==> config.mk <==
export PLATFORM = sky130hd
export DESIGN_NAME = alu16_carry_unit
export DESIGN_NICKNAME = d
export VERILOG_FILES = /design/src/rtl/alu16_pkg.sv /design/src/rtl/alu16_logic.sv /design/src/rtl/alu16_arith.sv /design/src/rtl/alu16_compare.sv /design/src/rtl/alu16_status.sv /design/src/rtl/alu16_carry_unit.sv
export SDC_FILE = /design/constraint.sdc
export NUM_CORES = 1
export LEC_CHECK = 0
export ABC_AREA = 0
export BUFFER_PORTS_ARGS = -buffer_cell sky130_fd_sc_hd__clkbuf_2
export CORE_MARGIN = 10
export CORE_UTILIZATION = 56
export DETAILED_ROUTE_END_ITERATION = 7
export PLACE_DENSITY = 0.74
export REMOVE_ABC_BUFFERS = 1
export SETUP_SLACK_MARGIN = 0.4
export SYNTH_ARGS = -nofsm -noshare
export SYNTH_HDL_FRONTEND = slang
export SYNTH_HIERARCHICAL = 1
export SYNTH_SLANG_ARGS = --single-unit
==> constraint.sdc <==
create_clock -name clk -period 96.2 [get_ports clk]
set_input_delay 9.62 -clock clk [delete_from_list [all_inputs] [get_ports clk]]
set_output_delay 9.62 -clock clk [all_outputs]
set_load 0.01 [all_outputs]
==> src/rtl/alu16_pkg.sv <==
package alu16_pkg;
  typedef enum logic [4:0] {
    OP_NOT  = 5'h00, OP_AND  = 5'h01, OP_NAND = 5'h02, OP_OR   = 5'h03,
    OP_NOR  = 5'h04, OP_XOR  = 5'h05, OP_XNOR = 5'h06, OP_SHL  = 5'h07,
    OP_SHR  = 5'h08, OP_ADD  = 5'h09, OP_SUB  = 5'h0a, OP_MUL  = 5'h0b,
    OP_DIV  = 5'h0c, OP_MOD  = 5'h0d, OP_CMP3 = 5'h0e, OP_EQ   = 5'h0f,
    OP_NE   = 5'h10, OP_LT   = 5'h11, OP_GT   = 5'h12, OP_LE   = 5'h13,
    OP_GE   = 5'h14, OP_BOOL = 5'h15, OP_NBOOL = 5'h16
  } alu_op_e;

  localparam logic [4:0] OP_LAST = 5'h16;

  // what a strobed operation does to the carry bit
  typedef enum logic [1:0] {
    CY_KEEP  = 2'd0,
    CY_LOAD  = 2'd1,
    CY_CLEAR = 2'd2
  } carry_act_e;
endpackage

==> src/rtl/alu16_logic.sv <==
module alu16_logic
  import alu16_pkg::*;
#(
  parameter int W = 16
) (
  input  logic [4:0]   op,
  input  logic [W-1:0] a,
  input  logic [W-1:0] b,
  output logic [W-1:0] y,
  output logic         hit
);
  localparam int SHW = $clog2(W);

  // W is a power of two: any bit above the index range means amount >= W
  logic big_shift;
  assign big_shift = |b[W-1:SHW];

  always_comb begin
    hit = 1'b1;
    y   = '0;
    case (op)
      OP_NOT:  y = ~a;
      OP_AND:  y = a & b;
      OP_NAND: y = ~(a & b);
      OP_OR:   y = a | b;
      OP_NOR:  y = ~(a | b);
      OP_XOR:  y = a ^ b;
      OP_XNOR: y = ~(a ^ b);
      OP_SHL:  y = big_shift ? '0 : (a << b[SHW-1:0]);
      OP_SHR:  y = big_shift ? '0 : (a >> b[SHW-1:0]);
      default: hit = 1'b0;
    endcase
  end
endmodule

==> src/rtl/alu16_arith.sv <==
module alu16_arith
  import alu16_pkg::*;
#(
  parameter int W = 16
) (
  input  logic [4:0]   op,
  input  logic [W-1:0] a,
  input  logic [W-1:0] b,
  output logic [W-1:0] y,
  output logic         hit,
  output carry_act_e   act,
  output logic         cy_new,
  output logic         dz
);
  logic [W-1:0] sum, diff, prod;
  logic         b_zero;

  assign sum    = a + b;
  assign diff   = a - b;
  assign prod   = a * b;
  assign b_zero = (b == '0);

  always_comb begin
    hit    = 1'b1;
    y      = '0;
    act    = CY_KEEP;
    cy_new = 1'b0;
    dz     = 1'b0;
    case (op)
      OP_ADD: begin
        y      = sum;
        act    = CY_LOAD;
        cy_new = (sum < a);
      end
      OP_SUB: begin
        y      = diff;
        act    = CY_LOAD;
        cy_new = (diff > a);
      end
      OP_MUL: begin
        y   = prod;
        act = CY_CLEAR;
      end
      OP_DIV: begin
        y   = b_zero ? '0 : (a / b);
        act = CY_CLEAR;
        dz  = b_zero;
      end
      OP_MOD: begin
        y   = b_zero ? '0 : (a % b);
        act = CY_CLEAR;
        dz  = b_zero;
      end
      default: hit = 1'b0;
    endcase
  end
endmodule

==> src/rtl/alu16_compare.sv <==
module alu16_compare
  import alu16_pkg::*;
#(
  parameter int W = 16
) (
  input  logic [4:0]   op,
  input  logic [W-1:0] a,
  input  logic [W-1:0] b,
  output logic [W-1:0] y,
  output logic         hit
);
  localparam int NPRED = 6;

  logic lt, gt, eq;
  logic [NPRED-1:0] pred;
  logic [4:0] pidx;

  assign lt = (a < b);
  assign gt = (a > b);
  assign eq = (a == b);

  // predicate order follows opcodes 0x0f upward
  assign pred = {~lt, ~gt, gt, lt, ~eq, eq};
  assign pidx = op - OP_EQ;

  always_comb begin
    hit = 1'b1;
    y   = '0;
    case (op)
      OP_CMP3: y = lt ? W'(1) : (gt ? W'(2) : '0);
      OP_EQ, OP_NE, OP_LT, OP_GT, OP_LE, OP_GE:
        y = W'(pred[pidx[2:0]]);
      OP_BOOL:  y = (a == W'(1)) ? W'(1) : '0;
      OP_NBOOL: y = (a == W'(1)) ? '0 : W'(1);
      default:  hit = 1'b0;
    endcase
  end
endmodule

==> src/rtl/alu16_status.sv <==
module alu16_status
  import alu16_pkg::*;
#(
  parameter int         W     = 16,
  parameter int         SW    = 8,
  parameter int         SEL_W = 4,
  parameter logic [3:0] ADDR  = 4'hd
) (
  input  logic             clk,
  input  logic             rst,
  input  logic             upd,
  input  carry_act_e       act,
  input  logic             cy_new,
  input  logic [SEL_W-1:0] sel,
  input  logic             wr_en,
  input  logic [W-1:0]     wdata,
  output logic [W-1:0]     rd_data,
  output logic [SW-1:0]    stat_q
);
  logic hit_addr;
  assign hit_addr = (sel == SEL_W'(ADDR));

  always_ff @(posedge clk) begin
    if (rst) begin
      stat_q <= '0;
    end else if (wr_en && hit_addr) begin
      stat_q <= wdata[SW-1:0];
    end else if (upd) begin
      case (act)
        CY_LOAD:  stat_q[0] <= cy_new;
        CY_CLEAR: stat_q[0] <= 1'b0;
        default:  ;
      endcase
    end
  end

  assign rd_data = hit_addr ? {{(W-SW){1'b0}}, stat_q} : '0;
endmodule

==> src/rtl/alu16_carry_unit.sv <==
module alu16_carry_unit
  import alu16_pkg::*;
#(
  parameter int         W     = 16,
  parameter int         SW    = 8,
  parameter int         SEL_W = 4,
  parameter logic [3:0] ADDR  = 4'hd
) (
  input  logic             clk,
  input  logic             rst,
  input  logic             op_valid,
  input  logic [4:0]       op_code,
  input  logic [W-1:0]     opa,
  input  logic [W-1:0]     opb,
  output logic [W-1:0]     comb_result,
  output logic [W-1:0]     result_q,
  output logic             bad_op,
  output logic             div_zero,
  input  logic [SEL_W-1:0] reg_sel,
  input  logic             reg_wr_en,
  input  logic [W-1:0]     reg_wr_data,
  output logic [W-1:0]     reg_rd_data
);
  logic [W-1:0] log_y, ari_y, cmp_y;
  logic         log_hit, ari_hit, cmp_hit;
  carry_act_e   cy_act;
  logic         cy_new, ari_dz;
  logic         known;
  logic [SW-1:0] stat_q;

  alu16_logic #(.W(W)) u_logic (
    .op(op_code), .a(opa), .b(opb), .y(log_y), .hit(log_hit)
  );

  alu16_arith #(.W(W)) u_arith (
    .op(op_code), .a(opa), .b(opb), .y(ari_y), .hit(ari_hit),
    .act(cy_act), .cy_new(cy_new), .dz(ari_dz)
  );

  alu16_compare #(.W(W)) u_cmp (
    .op(op_code), .a(opa), .b(opb), .y(cmp_y), .hit(cmp_hit)
  );

  assign known       = (op_code <= OP_LAST);
  assign comb_result = known ? (log_y | ari_y | cmp_y) : '0;

  alu16_status #(.W(W), .SW(SW), .SEL_W(SEL_W), .ADDR(ADDR)) u_status (
    .clk(clk), .rst(rst), .upd(op_valid && known), .act(cy_act),
    .cy_new(cy_new), .sel(reg_sel), .wr_en(reg_wr_en),
    .wdata(reg_wr_data), .rd_data(reg_rd_data), .stat_q(stat_q)
  );

  always_ff @(posedge clk) begin
    if (rst) begin
      result_q <= '0;
      bad_op   <= 1'b0;
      div_zero <= 1'b0;
    end else begin
      bad_op   <= op_valid && !known;
      div_zero <= op_valid && ari_dz;
      if (op_valid && known) result_q <= comb_result;
    end
  end
endmodule

==> flow_summary.json, run 1 <==
{
  "status": "finished, final reports clean",
  "start_util_pct": 57.1,
  "fin_nets": 3039,
  "ctsHoldBuffers": 0,
  "combPwrFrac_pct": 91.4,
  "final_common_cell": "ha_1",
  "netlist_area_um2": 19300,
  "post_drt_wl_per_cell_um": 23.3,
  "syn2layout_area_growth_pct": 3.84,
  "critPathMaxFanout": 31,
  "power_mw": 0.278,
  "wl_mm": 70.8,
  "rows": 67,
  "cpLargestDelayFamily": "compound AO/OA/AOI/OAI gates",
  "die_h_um": 206,
  "p_leak_nw": 9.23,
  "finalInstanceArea_um2": 20000,
  "critPathMostFrequentCell": "ha_1",
  "netlist_instances": 2586,
  "ctsHtreeMaxLevel": 1,
  "p_seq_share_pct": 4.3,
  "io_pins": 111,
  "hold_viol": 0,
  "via_per_inst": 6.66,
  "crit_slowest_cell": "o31ai_1",
  "maxCapViolCount": 0,
  "dieArea_um2": 42200,
  "maxSlewViolCount": 0,
  "setup_viol": 0,
  "pre_cts_slack_ps": 43420,
  "detailed_place_hpwl_mm": 53.3,
  "antenna_found_initial": 0,
  "cts_tree": "yes",
  "clockBufferDepth": 2,
  "die_x_um": 206,
  "final_util_pct": 59.2,
  "synth-warning-count": 6,
  "arrival_ps": 43930,
  "first_global_vias": 19400,
  "post_cts_buffers": 0,
  "rsz0062_at_grt": "false",
  "fin_worst_skew_ps": 0,
  "numCtsBuffers": 3,
  "cts_sinks": 26,
  "antenna_cells": 0,
  "critPathRequiredTime_ps": 86580,
  "worstSkewPairLatency_ps": 260,
  "cp_slowest_stage_delay_ps": 840,
  "crit_buf_inv": 5,
  "grt-ovfl-total": 0,
  "core-area_um2": 33800,
  "grt_start_max_net_pins": 58,
  "intPower_mw": 0.119,
  "tightest_slew_ps": 1110,
  "cts_resized": 0,
  "placed_cells": 3036,
  "grt_pass1_wl_mm": 108,
  "io_buffers": 94,
  "fin_crit_ps": 53550,
  "pwr-share-clk_pct": 4.3,
  "cp-start-kind": "primary input",
  "final_cell_mix": "ha_1 (302), nor2_1 (234), inv_1 (229), nand2_1 (229), a21oi_1 (183)",
  "powerDensity_nw_per_um2": 13.9,
  "multi_input_area_um2": 17100,
  "fin_tns_setup_ps": 0,
  "drtIter0Drc": 2447,
  "fin_hold_ws_ps": 474,
  "vias": 20300,
  "crit_type": "primary input to output port",
  "finalCritPeriodShare_pct": 55.7,
  "fmax_ghz": 0.0187,
  "drive_gt1_share_pct": 10.5,
  "drt_first_pass_iters": 6,
  "stdcell_count": 3040,
  "p_sw_mw": 0.159,
  "clkTransAtPathRegs_ps": 60,
  "cts_root_buffer": "clkbuf_16",
  "vdd_drop_max_mv": 0.0558,
  "placed_cell_area_um2": 19900,
  "slew-limit-headroom_pct": 25.9,
  "synth.avg_cell_area_um2": 7.45,
  "fill_cells": 3139,
  "seq_area_um2": 520,
  "grt_usage_pct": 32.1,
  "setup_slack_ps": 42650,
  "gp_routability_congestion": 1.02,
  "p_sw_share_pct": 57.1,
  "ant_nets": 0,
  "end_kind": "output port",
  "hp-class": "flip-flop to flip-flop",
  "drc": 0
}
[worst reg2reg max path, delay by kind of cell (launching register included)]
family	cells	cell delay (ps)
AOI/OAI and AO/OA	2	340
DFF	1	360
and+or+nand+nor	1	70
[power by group through the flow]
| stage | combinational (mW) | sequential [mW] | clock, mW |
|---|---|---|---|
| final | 0.254 | 0.0118 | 0.0120 |
| after global routing | 0.278 | 0.0119 | 0.0125 |
| after CTS | 0.246 | 0.0118 | 0.0121 |
| after floorplan | 0.172 | 0.0123 | 0 |
| after detailed placement | 0.245 | 0.0120 | 0 |
| after global placement | 0.238 | 0.0120 | 0 |
[final cells by class]
| type | count | share of cell area (%) |
|---|---|---|
| Clock buffer | 3 | 0.375 |
| Clock inverter | 1 | 0.150 |
| Timing Repair Buffer | 138 | 4.00 |
| Tap cell | 448 | 2.80 |
| Sequential cell | 26 | 2.60 |
| Multi-Input combinational cell | 2187 | 85.6 |
| Inverter | 237 | 4.44 |
[flip-flops by register name, summed over array words and instances (netlist names)]
signal / flops
div_zero: 1
u_status/stat_q: 8
bad_op: 1
result_q: 16
[layer usage]
layer	routed length, um	vias up	track usage, %
li1	-	9302	-
met1	28800	9633	42.9
met2	31100	1138	50.4
met3	7890	178	5.83
met4	3080	0	12.6
met5	0	-	0
[worst paths after layout]
kind,start,endpoint,slack (ps),cells after the start
hold reg to reg,u_status/stat_q[7],u_status/stat_q[7],470,2
setup / recovery,opb[0],comb_result[6],42650,116
setup reg to reg,u_status/stat_q[0],u_status/stat_q[0],95350,3
hold / removal,u_status/stat_q[7],u_status/stat_q[7],470,2
Power figures use the tool's default switching activity.
==> inputs of run 2 (changes only) <==
--- a/config.mk
+++ b/config.mk
@@ -10,7 +10,7 @@
 export CORE_MARGIN = 10
 export CORE_UTILIZATION = 56
 export DETAILED_ROUTE_END_ITERATION = 7
-export PLACE_DENSITY = 0.74
+export PLACE_DENSITY = 0.77
 export REMOVE_ABC_BUFFERS = 1
 export SETUP_SLACK_MARGIN = 0.4
 export SYNTH_ARGS = -nofsm -noshare
==> constraint.sdc (replaced) <==
create_clock -name clk -period 44.1 [get_ports clk]
set_input_delay 4.41 -clock clk [delete_from_list [all_inputs] [get_ports clk]]
set_output_delay 4.41 -clock clk [all_outputs]
set_load 0.01 [all_outputs]
==> run 2 against run 1 <==
Net effect:
- combinational power grew 120%
- routed wire length shrank 0.54%
- clock skew stayed put
- largest cell class unchanged
- largest power group unchanged
==> flow_summary.json, run 2 (synthesis results as in run 1) <==
{
  "status": "finished, final reports clean",
  "io_pins": 111,
  "ctsHtreeMaxLevel": 1,
  "cts_root_buffer": "clkbuf_16",
  "regMostFlops": "result_q",
  "cts_sinks": 26,
  "ant_nets": 0,
  "antenna_found_initial": 0,
  "hold_viol": 0,
  "fin_worst_skew_ps": 0,
  "io_buffers": 94,
  "pwr-share-clk_pct": 4.3,
  "post_cts_buffers": 0,
  "final_cell_mix": "ha_1 (302), nor2_1 (233), inv_1 (229), nand2_1 (229), a21oi_1 (183)",
  "critPathMaxFanout": 17,
  "cp-start-kind": "primary input",
  "hp-class": "flip-flop to flip-flop",
  "fin_crit_ps": 41490,
  "drive_gt1_share_pct": 10.8,
  "numCtsBuffers": 3,
  "fill_cells": 3159,
  "vias": 20300,
  "drtIter0Drc": 2320,
  "grt-ovfl-total": 0,
  "critPathRequiredTime_ps": 39690,
  "cts_tree": "yes",
  "largest_reg_flops": 16,
  "crit_slowest_cell": "nor3_1",
  "start_util_pct": 57.1,
  "wl_mm": 70.5,
  "finalCritPeriodShare_pct": 94.1,
  "arrival_ps": 37080,
  "worstSkewPairLatency_ps": 250,
  "rows": 67,
  "via_per_inst": 6.68,
  "first_global_vias": 19700,
  "ctsHoldBuffers": 0,
  "setup_viol": 0,
  "final_common_cell": "ha_1",
  "die_x_um": 206,
  "rsz0062_at_grt": "false",
  "maxCapViolCount": 0,
  "core-area_um2": 33800,
  "die_h_um": 206,
  "powerDensity_nw_per_um2": 30.3,
  "dieArea_um2": 42200,
  "syn2layout_area_growth_pct": 4.01,
  "p_sw_mw": 0.347,
  "p_leak_nw": 9.24,
  "fin_nets": 3041,
  "p_sw_share_pct": 57.1,
  "vdd_drop_max_mv": 0.120,
  "ff2ff_setup_slack_ps": 43240,
  "p_seq_share_pct": 4.3,
  "reg_top3": "result_q (16), u_status/stat_q (8)",
  "clkTransAtPathRegs_ps": 60,
  "critPathMostFrequentCell": "ha_1",
  "end_kind": "output port",
  "clockBufferDepth": 2,
  "grt_pass1_wl_mm": 109,
  "grt_start_max_net_pins": 58,
  "drt_first_pass_iters": 6,
  "grt_usage_pct": 32.0,
  "fin_tns_setup_ps": 0,
  "antenna_cells": 0,
  "crit_type": "primary input to output port",
  "fmax_ghz": 0.0241,
  "maxSlewViolCount": 0,
  "cp_slowest_stage_delay_ps": 740,
  "intPower_mw": 0.261,
  "slew-limit-headroom_pct": 26.5,
  "tightest_slew_ps": 1100,
  "detailed_place_hpwl_mm": 53.2,
  "gp_routability_congestion": 1.04,
  "drc": 0,
  "final_util_pct": 59.3,
  "combPwrFrac_pct": 91.5,
  "post_drt_wl_per_cell_um": 23.2,
  "cts_resized": 0
}
run 2: critical path, delay by kind of cell:
kind	cells	cell delay (ps)
buffers and inverters	3	700
adders and majority gates	15	4870
muxes	2	840
AOI/OAI and AO/OA	61	16530
and+or+nand+nor	32	9630
run 2: worst paths after layout:
kind,from,endpoint,cells past startpoint
hold / removal,u_status/stat_q[1],u_status/stat_q[1],2
hold reg to reg,u_status/stat_q[1],u_status/stat_q[1],2
setup reg to reg,u_status/stat_q[0],u_status/stat_q[0],3
setup / recovery,opb[15],comb_result[1],113
run 2: metal layers:
| layer | track usage (%) | share of wire, % | vias up |
|---|---|---|---|
| li1 | - | - | 9286 |
| met1 | 40.9 | 40 | 9674 |
| met2 | 51.6 | 45 | 1133 |
| met3 | 5.98 | 11 | 236 |
| met4 | 13.8 | 4.9 | 0 |
| met5 | 0 | 0 | - |
run 2: area by class of cell:
cell class              count  area (um2)  area share, %
well taps                 448         561           2.80
clock inverters             1        30.0          0.150
multi-input cells        2187       17200           85.6
inverters                 237         890           4.44
repair buffers            140         816           4.07
flip-flops and latches     26         520           2.60
clock buffers               3        75.1          0.374
run 2: power by group through the flow:
stage	registers [mW]	logic, mW	clock network [mW]
2_1_floorplan	0.0269	0.375	0
3_3_place_gp	0.0264	0.526	0
3_5_place_dp	0.0264	0.538	0
4_1_cts	0.0259	0.542	0.0264
5_1_grt	0.0261	0.607	0.0272
6_report	0.0260	0.556	0.0259
run 2: through the flow:
step	std cells	power, mW	worst slack [ps]	cell area, um2	hold slack, ps
floorplan	2450	0.401	6880	18500	448
global placement	3038	0.552	3020	19900	466
detailed placement	3038	0.564	2510	19900	480
CTS	3042	0.594	2360	20000	490
global route	3042	0.660	553	20000	512
finish	3042	0.608	2610	20000	485
